### config.mk
export PLATFORM = sky130hd
export DESIGN_NAME = fusectl
export DESIGN_NICKNAME = d
export VERILOG_FILES = /design/src/rtl/fusectl_pkg.sv /design/src/rtl/fusectl_engine.sv /design/src/rtl/fusectl_array.sv /design/src/rtl/fusectl.sv
export SDC_FILE = /design/constraint.sdc
export NUM_CORES = 2
export LEC_CHECK = 0
export BUFFER_PORTS_ARGS = -buffer_cell sky130_fd_sc_hd__buf_2
export CORE_MARGIN = 10
export CORE_UTILIZATION = 55
export DETAILED_ROUTE_END_ITERATION = 6
export GPL_ROUTABILITY_DRIVEN = 1
export PLACE_DENSITY = 0.76
export SYNTH_ARGS = -nofsm -noshare
export SYNTH_HDL_FRONTEND = slang
export SYNTH_SLANG_ARGS = --single-unit
### constraint.sdc
create_clock -name clk -period 5 [get_ports clk]
set_input_delay 1 -clock clk [delete_from_list [all_inputs] [get_ports clk]]
set_output_delay 1 -clock clk [all_outputs]
set_load 0.005 [all_outputs]
### src/rtl/fusectl_pkg.sv
package fusectl_pkg;
  localparam int DW = 32;
  localparam logic [11:0] A_CTRL = 12'h000;
  localparam logic [11:0] A_SET  = 12'h004;
  localparam logic [11:0] A_CLR  = 12'h008;
  localparam logic [11:0] A_TIM  = 12'h010;
  localparam logic [11:0] A_DATA = 12'h020;
  localparam logic [15:0] UNLOCK_KEY  = 16'h3E77;
  localparam logic [31:0] LOCKED_WORD = 32'hBADA_BADA;
  typedef enum logic [1:0] {ENG_IDLE, ENG_PROG, ENG_LOAD} eng_state_e;
endpackage

### src/rtl/fusectl_engine.sv
module fusectl_engine
  import fusectl_pkg::*;
#(
  parameter int WORDS = 16,
  parameter int IW    = $clog2(WORDS)
) (
  input  logic          clk,
  input  logic          rst,
  input  logic          prog_go,
  input  logic [IW-1:0] prog_addr,
  input  logic [DW-1:0] prog_data,
  input  logic          load_go,
  input  logic          data_we,
  input  logic [DW-1:0] data_wdata,
  input  logic [11:0]   t_prog,
  input  logic [3:0]    t_relax,
  input  logic [5:0]    t_read,
  output logic          busy,
  output logic          loading,
  output logic [DW-1:0] data_q,
  output logic          blow_en,
  output logic [IW-1:0] blow_addr,
  output logic [4:0]    blow_bit,
  output logic          copy_en,
  output logic [IW-1:0] copy_idx
);
  localparam logic [IW-1:0] LAST_IDX = IW'(WORDS - 1);

  eng_state_e    state;
  logic [12:0]   cnt;
  logic [4:0]    bitpos;
  logic [IW-1:0] idx;
  logic [IW-1:0] lat_addr;
  logic [12:0]   step_len;

  assign step_len = {1'b0, t_prog} + 13'(t_relax);

  always_ff @(posedge clk) begin
    if (rst) begin
      state    <= ENG_IDLE;
      cnt      <= '0;
      bitpos   <= '0;
      idx      <= '0;
      lat_addr <= '0;
      data_q   <= '0;
    end else begin
      case (state)
        ENG_IDLE: begin
          if (prog_go) begin
            state    <= ENG_PROG;
            lat_addr <= prog_addr;
            data_q   <= prog_data;
            cnt      <= step_len;
            bitpos   <= '0;
          end else if (load_go) begin
            state <= ENG_LOAD;
            idx   <= '0;
            cnt   <= 13'(t_read);
          end else if (data_we) begin
            data_q <= data_wdata;
          end
        end
        ENG_PROG: begin
          if (cnt == '0) begin
            data_q <= {1'b0, data_q[DW-1:1]};
            bitpos <= bitpos + 5'd1;
            cnt    <= step_len;
            if (bitpos == 5'd31) state <= ENG_IDLE;
          end else begin
            cnt <= cnt - 13'd1;
          end
        end
        ENG_LOAD: begin
          if (cnt == '0) begin
            idx <= idx + 1'b1;
            cnt <= 13'(t_read);
            if (idx == LAST_IDX) state <= ENG_IDLE;
          end else begin
            cnt <= cnt - 13'd1;
          end
        end
        default: state <= ENG_IDLE;
      endcase
    end
  end

  assign busy      = (state != ENG_IDLE);
  assign loading   = (state == ENG_LOAD);
  assign blow_en   = (state == ENG_PROG) && (cnt == '0) && data_q[0];
  assign blow_addr = lat_addr;
  assign blow_bit  = bitpos;
  assign copy_en   = (state == ENG_LOAD) && (cnt == '0);
  assign copy_idx  = idx;

  // the latched target word holds for the whole program operation
  assert_latched_addr_R6: assert property (@(posedge clk) disable iff (rst)
    (state == ENG_PROG && $past(state) == ENG_PROG) |-> $stable(lat_addr));

  // every shift brings a zero into the top bit
  assert_zero_fill_R5: assert property (@(posedge clk) disable iff (rst)
    (state == ENG_PROG && cnt == '0) |=> (data_q[DW-1] == 1'b0));

  // bus data never reaches the shift register while busy
  assert_data_hold_R7: assert property (@(posedge clk) disable iff (rst)
    (state == ENG_PROG && cnt != '0) |=> $stable(data_q));
endmodule

### src/rtl/fusectl_array.sv
module fusectl_array
  import fusectl_pkg::*;
#(
  parameter int WORDS = 16,
  parameter int IW    = $clog2(WORDS)
) (
  input  logic             clk,
  input  logic             rst,
  input  logic             blow_en,
  input  logic [IW-1:0]    blow_addr,
  input  logic [4:0]       blow_bit,
  input  logic             copy_en,
  input  logic [IW-1:0]    copy_idx,
  input  logic             sh_we,
  input  logic [IW-1:0]    sh_idx,
  input  logic [DW-1:0]    sh_wdata,
  input  logic             lk_we,
  input  logic [IW-1:0]    lk_idx,
  input  logic             lk_wr,
  input  logic             lk_rd,
  input  logic [IW-1:0]    fuse_ridx,
  output logic [DW-1:0]    fuse_rword,
  output logic [DW-1:0]    sh_rword,
  output logic [WORDS-1:0] wlock,
  output logic [WORDS-1:0] rlock
);
  logic [DW-1:0] fuse_q [WORDS];
  logic [DW-1:0] shadow [WORDS];
  logic          sp_we;
  logic [IW-1:0] sp_idx;
  logic [DW-1:0] sp_data;

  always_ff @(posedge clk) begin
    if (rst) begin
      for (int i = 0; i < WORDS; i++) fuse_q[i] <= '0;
      wlock <= '0;
      rlock <= '0;
    end else begin
      if (blow_en) fuse_q[blow_addr][blow_bit] <= 1'b1;
      if (lk_we) begin
        wlock[lk_idx] <= lk_wr;
        rlock[lk_idx] <= lk_rd;
      end
    end
  end

  // single write port keeps the shadow store mappable to RAM
  assign sp_we   = copy_en | sh_we;
  assign sp_idx  = copy_en ? copy_idx : sh_idx;
  assign sp_data = copy_en ? fuse_q[copy_idx] : sh_wdata;

  always_ff @(posedge clk) begin
    if (sp_we) shadow[sp_idx] <= sp_data;
  end

  assign fuse_rword = fuse_q[fuse_ridx];
  assign sh_rword   = shadow[sh_idx];

  // a bus shadow write never competes with a reload copy
  assert_one_shadow_port_R11: assert property (@(posedge clk) disable iff (rst)
    !(copy_en && sh_we));

  // no fuse bit is ever blown in a write-locked word
  assert_blow_unlocked_R8: assert property (@(posedge clk) disable iff (rst)
    blow_en |-> !wlock[blow_addr]);
endmodule

### src/rtl/fusectl.sv
module fusectl
  import fusectl_pkg::*;
#(
  parameter int          WORDS      = 16,
  parameter logic [31:0] TIMING_RST = 32'h0001_1002
) (
  input  logic                     clk,
  input  logic                     rst,
  input  logic [11:0]              bus_addr,
  input  logic                     bus_wr,
  input  logic                     bus_rd,
  input  logic [31:0]              bus_wdata,
  output logic [31:0]              bus_rdata,
  input  logic                     lk_we,
  input  logic [$clog2(WORDS)-1:0] lk_idx,
  input  logic                     lk_wr,
  input  logic                     lk_rd
);
  localparam int IW = $clog2(WORDS);

  logic [7:0]       ctrl_addr;
  logic [15:0]      ctrl_key;
  logic             ctrl_err;
  logic [21:0]      tim_q;
  logic             busy, loading;
  logic [DW-1:0]    data_q;
  logic             blow_en, copy_en;
  logic [IW-1:0]    blow_addr, copy_idx;
  logic [4:0]       blow_bit;
  logic [DW-1:0]    fuse_rword, sh_rword;
  logic [WORDS-1:0] wlock, rlock;

  logic wr_ctrl, wr_set, wr_clr, wr_tim, wr_data, sh_hit, wr_sh, rd_sh;
  logic armed, addr_ok, prog_req, prog_go, prog_bad, data_we, load_go;
  logic sh_we, sh_bad_wr, sh_bad_rd;
  logic [IW-1:0] tgt, sh_idx;
  logic [31:0]   ctrl_rd;

  assign wr_ctrl = bus_wr && bus_addr == A_CTRL;
  assign wr_set  = bus_wr && bus_addr == A_SET;
  assign wr_clr  = bus_wr && bus_addr == A_CLR;
  assign wr_tim  = bus_wr && bus_addr == A_TIM;
  assign wr_data = bus_wr && bus_addr == A_DATA;
  assign sh_hit  = bus_addr[11:10] == 2'b01 && bus_addr[3:0] == 4'h0
                   && 32'(bus_addr[9:4]) < WORDS;
  assign sh_idx  = bus_addr[4 +: IW];
  assign wr_sh   = bus_wr && sh_hit;
  assign rd_sh   = bus_rd && sh_hit;

  assign armed    = ctrl_key == UNLOCK_KEY;
  assign addr_ok  = 32'(ctrl_addr) < WORDS;
  assign tgt      = ctrl_addr[IW-1:0];
  assign prog_req = wr_data && !busy && armed && !ctrl_err;
  assign prog_go  = prog_req && addr_ok && !wlock[tgt];
  assign prog_bad = prog_req && !(addr_ok && !wlock[tgt]);
  assign data_we  = wr_data && !busy && !armed;
  assign load_go  = wr_set && bus_wdata[10] && !busy && !ctrl_err;
  assign sh_we     = wr_sh && !loading && !wlock[sh_idx] && !ctrl_err;
  assign sh_bad_wr = wr_sh && (loading || wlock[sh_idx]);
  assign sh_bad_rd = rd_sh && rlock[sh_idx] && !ctrl_err;

  always_ff @(posedge clk) begin
    if (rst) begin
      ctrl_addr <= '0;
      ctrl_key  <= '0;
      ctrl_err  <= 1'b0;
      tim_q     <= TIMING_RST[21:0];
    end else begin
      if (wr_ctrl) begin
        ctrl_addr <= bus_wdata[7:0];
        ctrl_key  <= bus_wdata[31:16];
      end
      if (wr_set) begin
        ctrl_addr <= ctrl_addr | bus_wdata[7:0];
        ctrl_key  <= ctrl_key | bus_wdata[31:16];
      end
      if (wr_clr) begin
        ctrl_addr <= ctrl_addr & ~bus_wdata[7:0];
        ctrl_key  <= ctrl_key & ~bus_wdata[31:16];
        if (bus_wdata[9]) ctrl_err <= 1'b0;
      end
      if (wr_tim) tim_q <= bus_wdata[21:0];
      if (wr_data && !busy) ctrl_key <= '0;
      if (prog_bad || sh_bad_wr || sh_bad_rd) ctrl_err <= 1'b1;
    end
  end

  assign ctrl_rd = {ctrl_key, 5'b0, loading, ctrl_err, busy, ctrl_addr};

  always_ff @(posedge clk) begin
    if (rst) begin
      bus_rdata <= '0;
    end else if (bus_rd) begin
      case (bus_addr)
        A_CTRL, A_SET, A_CLR: bus_rdata <= ctrl_rd;
        A_TIM:                bus_rdata <= {10'b0, tim_q};
        A_DATA:               bus_rdata <= data_q;
        default: begin
          if (sh_hit) bus_rdata <= (ctrl_err || rlock[sh_idx]) ? LOCKED_WORD : sh_rword;
          else        bus_rdata <= '0;
        end
      endcase
    end
  end

  fusectl_engine #(.WORDS(WORDS), .IW(IW)) u_engine (
    .clk(clk), .rst(rst),
    .prog_go(prog_go), .prog_addr(tgt), .prog_data(bus_wdata & ~fuse_rword),
    .load_go(load_go), .data_we(data_we), .data_wdata(bus_wdata),
    .t_prog(tim_q[11:0]), .t_relax(tim_q[15:12]), .t_read(tim_q[21:16]),
    .busy(busy), .loading(loading), .data_q(data_q),
    .blow_en(blow_en), .blow_addr(blow_addr), .blow_bit(blow_bit),
    .copy_en(copy_en), .copy_idx(copy_idx)
  );

  fusectl_array #(.WORDS(WORDS), .IW(IW)) u_array (
    .clk(clk), .rst(rst),
    .blow_en(blow_en), .blow_addr(blow_addr), .blow_bit(blow_bit),
    .copy_en(copy_en), .copy_idx(copy_idx),
    .sh_we(sh_we), .sh_idx(sh_idx), .sh_wdata(bus_wdata),
    .lk_we(lk_we), .lk_idx(lk_idx), .lk_wr(lk_wr), .lk_rd(lk_rd),
    .fuse_ridx(tgt), .fuse_rword(fuse_rword), .sh_rword(sh_rword),
    .wlock(wlock), .rlock(rlock)
  );

  // any DATA write while idle consumes the key
  assert_key_consumed_R3: assert property (@(posedge clk) disable iff (rst)
    (bus_wr && bus_addr == A_DATA && !busy) |=> (ctrl_key == '0));

  // a locked program request leaves the engine idle and flags ERROR
  assert_lock_no_busy_R8: assert property (@(posedge clk) disable iff (rst)
    (wr_data && !busy && armed && !ctrl_err && addr_ok && wlock[tgt]) |=> (!busy && ctrl_err));

  // ERROR only drops through the clear alias
  assert_err_sticky_R9: assert property (@(posedge clk) disable iff (rst)
    (ctrl_err && !(bus_wr && bus_addr == A_CLR && bus_wdata[9])) |=> ctrl_err);

  // a reload never starts while ERROR is set
  assert_no_reload_on_err_R12: assert property (@(posedge clk) disable iff (rst)
    (ctrl_err && !busy) |=> !loading);
endmodule

======== After elaboration in Yosys (flattened, before gate mapping) ========
Memory sizes are Yosys's and may differ from the RTL's. A register that Yosys moved wholly into a read port is not among the register bits.
Index checks and enable logic that the tools add are counted.
operators by class
  add/subtract/negate cells ............... 4
  magnitude comparators ................... 8
  eq/ne operators ......................... 20
  multiplexer cells ....................... 64
  bitwise operators ....................... 9
  reduce and logical (&&, ||, !) cells .... 63
operators by type and width
  operator                                                                      count
  32-bit two-way mux                                                            10
  32-bit case mux with 3 select lines                                           1
  32-bit case mux with 2 select lines                                           1
  13-bit two-way mux                                                            4
  16-bit two-way mux                                                            3
  13-bit case mux with 3 select lines                                           1
  4-bit two-way mux                                                             9
  32-bit bitwise AND                                                            1
  16-bit bitwise mux                                                            2
  32-bit inverter                                                               1
  32-bit OR reduction                                                           1
  1-bit logical AND                                                             31
  8-bit two-way mux                                                             3
  16-bit bitwise AND                                                            1
  16-bit by 14-bit equality test with 1-bit output, second input constant       1
  16-bit inverter                                                               1
  16-bit bitwise OR                                                             1
  4-bit by 5-bit less-than comparator with 1-bit output, second input constant  3
  1-bit two-way mux                                                             14
  12-bit by 4-bit adder with 13-bit output                                      1
  13-bit logical NOT                                                            1
  13-bit by 1-bit subtractor with 13-bit output, second input constant          1
  1-bit binary-select mux with 4-bit select                                     3
  12-bit by 3-bit equality test with 1-bit output, second input constant        1
  41 further kinds                                                              72
storage, ports and cells
  register bits ........................... 171
  memory bits (writable) .................. 1,024
  logic and storage cells ................. 183
  memories kept ........................... 2
memory list
  memory          depth  bits a word  read ports  clocked after memory_dff  wr ports  RTL line             RTL
  u_array.fuse_q  16     32           2           2                         16        fusectl_array.sv:27  logic [DW-1:0] fuse_q [WORDS];
  u_array.shadow  16     32           1           0                         1         fusectl_array.sv:28  logic [DW-1:0] shadow [WORDS];

======== Longest topological paths before layout ========
  word-level depth ........................ 11
  gate-level depth with buffers ........... 10
  gate-level depth less buffers ........... 8

======== Modules after synthesis ========
Synthesis repeated with hierarchy kept, for this count alone.
unflattened totals
  cell total of the unflattened synthesis .. 4,220
  area, all modules ....................... 53,088.4 µm²
modules (own cells, without submodules)
  module          instances  cells an instance  area an instance (µm²)  seq. area each (µm²)
  fusectl_array   1          3,218              44,913.1                26,265.2
  fusectl         1          523                4,352.9                 1,581.5
  fusectl_engine  1          479                3,822.4                 1,201.2

======== Worst setup path after synthesis ========
No wires, ideal clock.
  path type ............................... input-to-reg
  start point ............................. input bus_addr[4]
  end point ............................... memory u_array.shadow[7][0] (enable)
  data arrival time ....................... 4,141 ps
  data required time ...................... 4,579 ps
  setup slack ............................. 438 ps
  stages .................................. 9
  buffers on the path ..................... 3
  cell sequence ........................... buf_6 > buf_6 > buf_2 > mux4_2 > mux2i_1 > mux2i_1 > nor3_1 > a31oi_1 > nor2_1
between the ends
  longest elaborated chain between the ends .. 9
  elaborated cells on any way between the ends .. 13
ends and longest elaborated chain
  item                                                   RTL line             RTL
  start: declaration                                     fusectl.sv:9         input logic [11:0] bus_addr,
  6-bit by 5-bit less-than comparator with 1-bit output  fusectl.sv:45        && 32'(bus_addr[9:4]) < WORDS;
  1-bit logical AND                                      fusectl.sv:45
  1-bit logical AND                                      fusectl.sv:47        assign wr_sh = bus_wr && sh_hit;
  1-bit logical AND (3 in a row)                         fusectl.sv:58        assign sh_we = wr_sh && !loading && !wlock[sh_idx] && !ctrl_err;
  1-bit bitwise OR                                       fusectl_array.sv:48  assign sp_we = copy_en | sh_we;
  1-bit two-way mux                                      fusectl_array.sv:53  if (sp_we) shadow[sp_idx] <= sp_data;
  1-bit two-way mux (implied by the code)                fusectl_array.sv:53
  end: declaration                                       fusectl_array.sv:28
Parallel ways exist; a longest one is shown, timed or not. The select of a mux whose other input is x is not followed.

======== Worst setup path in the final report ========
  start point ............................. register u_engine.cnt[0]
  end point ............................... memory u_array.shadow[10][7] (enable)
between the ends
  longest elaborated chain between the ends .. 5
  elaborated cells on any way between the ends .. 6
ends and longest elaborated chain
  item                                     RTL line              RTL
  start: declaration                       fusectl_engine.sv:30  logic [12:0] cnt;
  start signal: assignment                 fusectl_engine.sv:53  cnt <= step_len;
  start signal: assignment                 fusectl_engine.sv:58  cnt <= 13'(t_read);
  start signal: assignment                 fusectl_engine.sv:67  cnt <= step_len;
  13-bit logical NOT (*)                   fusectl_engine.sv:92  assign copy_en = (state == ENG_LOAD) && (cnt == '0);
  1-bit logical AND (*)                    fusectl_engine.sv:92
  1-bit bitwise OR                         fusectl_array.sv:48
  1-bit two-way mux                        fusectl_array.sv:53
  1-bit two-way mux (implied by the code)  fusectl_array.sv:53
Every way passes the cells marked *; elsewhere a longest branch is shown, timed or not.

==> impl_metrics.env <==
export IMPL_worstPathRequired_ns=5.38
export IMPL_fp_coreArea_um2=95200
export IMPL_die_x_um=330
export IMPL_tightest_slew_ns=1.20
export IMPL_power_mw=19.8
export IMPL_wl_um=154000
export IMPL_path_class="reg -> reg"
export IMPL_floorplan_initialDensity=0.556
export IMPL_status="finished with violations"
export IMPL_setup_tns_ns=0
export IMPL_synth_most_common_cell="dfxtp_1"
export IMPL_max_vdd_ir_drop_v=0.000250
export IMPL_stdcell_count=4851
export IMPL_worst_hold_slack_ns=0.463
export IMPL_cp_start_kind="flip-flop"
export IMPL_yosys_warnings=0
export IMPL_drv_cap=0
export IMPL_worstPathArrival_ns=4.32
export IMPL_worstRegToRegCells=10
export IMPL_drt_first_iter_violations=4856
export IMPL_grt_pass1_wl_um=228000
export IMPL_ys_seq_area_frac=0.552
export IMPL_yosys_cell_types_count=79
export IMPL_die_area_um2=109000
export IMPL_hold_viol_final=0
export IMPL_clock_path_buffers=3
export IMPL_clk_latency_ns=0.72
export IMPL_r2r_start="u_engine.cnt[0]"
export IMPL_antenna_found_initial=8
export IMPL_nets=3555
export IMPL_grt_ovfl_total=0
export IMPL_placed_cells=4632
export IMPL_end_kind="flip-flop"
export IMPL_syn_inst=3537
export IMPL_syn2layout_area_growth_pct=10.1
export IMPL_rows=113
export IMPL_rsz0062_at_grt="no"
export IMPL_layout_min_cycle_time_ns=3.94
export IMPL_netlist_area_um2=52900
export IMPL_hold_class="reg -> reg"
export IMPL_num_vias=34900
export IMPL_numCtsBuffers=115
export IMPL_dpl_hpwl_um=90200
export IMPL_relSlewSlack=0.202
export IMPL_max_stage_delay_ns=0.67
export IMPL_timing_fmax_mhz=254
export IMPL_setup_viol_count_final=0
export IMPL_finalCritPeriodShare=0.788
export IMPL_grt_max_degree=183
export IMPL_hold_start="u_array.rlock[0]"
export IMPL_vias_per_cell=7.19
export IMPL_grt_use_total=0.278
export IMPL_postCtsHoldBufs=0
export IMPL_cts_root_buffer_cell="clkbuf_16"
export IMPL_avgSynthCellArea_um2=14.9
export IMPL_synth_main_ff_cell="dfxtp_1"
export IMPL_leakage_nw=18.7
export IMPL_htreeDepth=3
export IMPL_die_h_um=330
export IMPL_synth_top_area_frac=0.291
export IMPL_tritoncts="done"
export IMPL_min_to="u_array.rlock[0]"
export IMPL_violations="design-rule violations"
export IMPL_clkSinkCount=1203
export IMPL_drive_gt1_frac=0.281
export IMPL_synth_edf_count=512
export IMPL_cts_setup_buffers=0
export IMPL_drc_errors=14
export IMPL_worst_path_max_fanout=22
export IMPL_synth_async_sr_flop_share=0
export IMPL_finalInstanceArea_um2=58200
export IMPL_gp_congestion=0.947
export IMPL_crit_chain="inv_1 -> ha_1 -> or3b_2 -> nor4_4 -> buf_4 -> nand2_2 -> nor2_1 -> a22oi_1 -> nor2_4 -> buf_12"
export IMPL_yosys_area_top_type="edfxtp_1"
export IMPL_syn_num_nets=3608
export IMPL_ctsResizeCount=0
export IMPL_avgRoutedWirePerCell_um=31.8
export IMPL_first_global_vias=33800
export IMPL_clk_pin_slew_ns=0.06
export IMPL_finalClockSkew_ns=0.0494
export IMPL_port_buffers=86
export IMPL_drv_slew=0
export IMPL_ios=87
export IMPL_placedInstanceArea_um2=54400
export IMPL_min_path_cells=2
export IMPL_cp_slowest_cell="nor2_4"
export IMPL_reg2reg_to="u_array.shadow[10][7]"
export IMPL_antenna_left=0
export IMPL_powerDensity_nw_per_um2=340
export IMPL_synth_seq_cells=1203
export IMPL_synth_top_cells_by_count="dfxtp_1 (691), edfxtp_1 (512), mux4_2 (492)"
export IMPL_ff2ff_setup_slack_ns=1.06
export IMPL_drtPass1Iterations=7
export IMPL_synth_area_leaders="edfxtp_1 (29%), dfxtp_1 (26%), mux4_2 (21%)"
==> registers in the layout, summed over array words and instances (netlist names), 5 cells and up, named ones only <==
| register | flops |
|---|---|
| ctrl_key | 16 |
| ctrl_addr | 8 |
| tim_q | 22 |
| bus_rdata | 32 |
| u_array.fuse_q | 512 |
| u_engine.blow_bit | 5 |
| u_engine.cnt | 13 |
| u_array.shadow | 512 |
| u_array.wlock | 16 |
| u_engine.data_q | 32 |
| u_array.rlock | 16 |
==> cell type report <==
class / instances / area, um2
inverters: 54 / 210
multi-input cells: 1933 / 22000
flip-flops and latches: 1203 / 29200
clock buffers: 165 / 3300
diodes: 4 / 10.0
well taps: 1265 / 1580
clock inverters: 50 / 558
repair buffers: 177 / 1310
fillers: 6689 / 36900
==> through the flow <==
stage | util | setup slack (ns)
final | 0.612 | 1.06
after global routing | 0.612 | 0.926
after CTS | 0.612 | 1.16
after detailed placement | 0.571 | 0.591
after global placement | 0.571 | 0.592
after floorplan | - | 0.438
==> metal layers <==
| layer | routed length, um | global-route usage | part of all wire | up-vias |
|---|---|---|---|---|
| met5 | 25 | 0 | 0.00016 | - |
| met4 | 7510 | 0.127 | 0.049 | 4 |
| met3 | 17200 | 0.0688 | 0.11 | 439 |
| met2 | 71600 | 0.432 | 0.46 | 2322 |
| met1 | 57900 | 0.368 | 0.38 | 17800 |
| li1 | - | - | - | 14300 |
==> cells by family after synthesis <==
family          count (synthesis)  share of synthesized area
flops                        1203                      0.552
compound gates                900                      0.139
mux                           549                      0.221
simple gates                  449                     0.0457
buf+inv                       401                     0.0346
xor+xnor                       19                    0.00315
fa+ha+maj                      16                    0.00393
==> layout by cell type, fill, tap and decap left out, drive strengths merged, types with 57 or more instances in the layout <==
cell type    n
dfxtp      691
buf        177
mux4       492
inv         57
nand2      177
o2bb2ai    512
nor2       115
clkbuf     165
edfxtp     512
a21oi       91
o21ai       64
==> critical path, delay by kind of cell, from the launching register on <==
kind,cells,cell delay (ns)
and+or+nand+nor,5,2.10
buffers and inverters,3,0.59
DFF,1,0.34
AOI/OAI and AO/OA,1,0.32
adders and majority gates,1,0.21
==> power by group <==
| group | internal [mW] | total [mW] | switching (mW) | leakage, nW |
|---|---|---|---|---|
| Sequential | 10.2 | 10.3 | 0.0188 | 10.2 |
| Combinational | 0.217 | 0.634 | 0.417 | 6.63 |
| Clock | 5.06 | 8.89 | 3.83 | 1.87 |
==> worst max path at each step <==
stage                     from                endpoint  slack, ns  cells past startpoint
2_1_floorplan      bus_addr[4]    u_array.shadow[7][0]       0.44                      9
3_3_place_gp       bus_addr[4]  u_array.shadow[10][28]       0.59                      8
3_5_place_dp       bus_addr[4]   u_array.shadow[10][6]       0.59                      8
4_1_cts        u_engine.cnt[0]   u_array.shadow[10][7]       1.16                     10
5_1_grt        u_engine.cnt[0]  u_array.shadow[10][17]       0.93                     10
6_report       u_engine.cnt[0]   u_array.shadow[10][7]       1.06                     10
No activity file was read; power rests on OpenSTA's default activity.
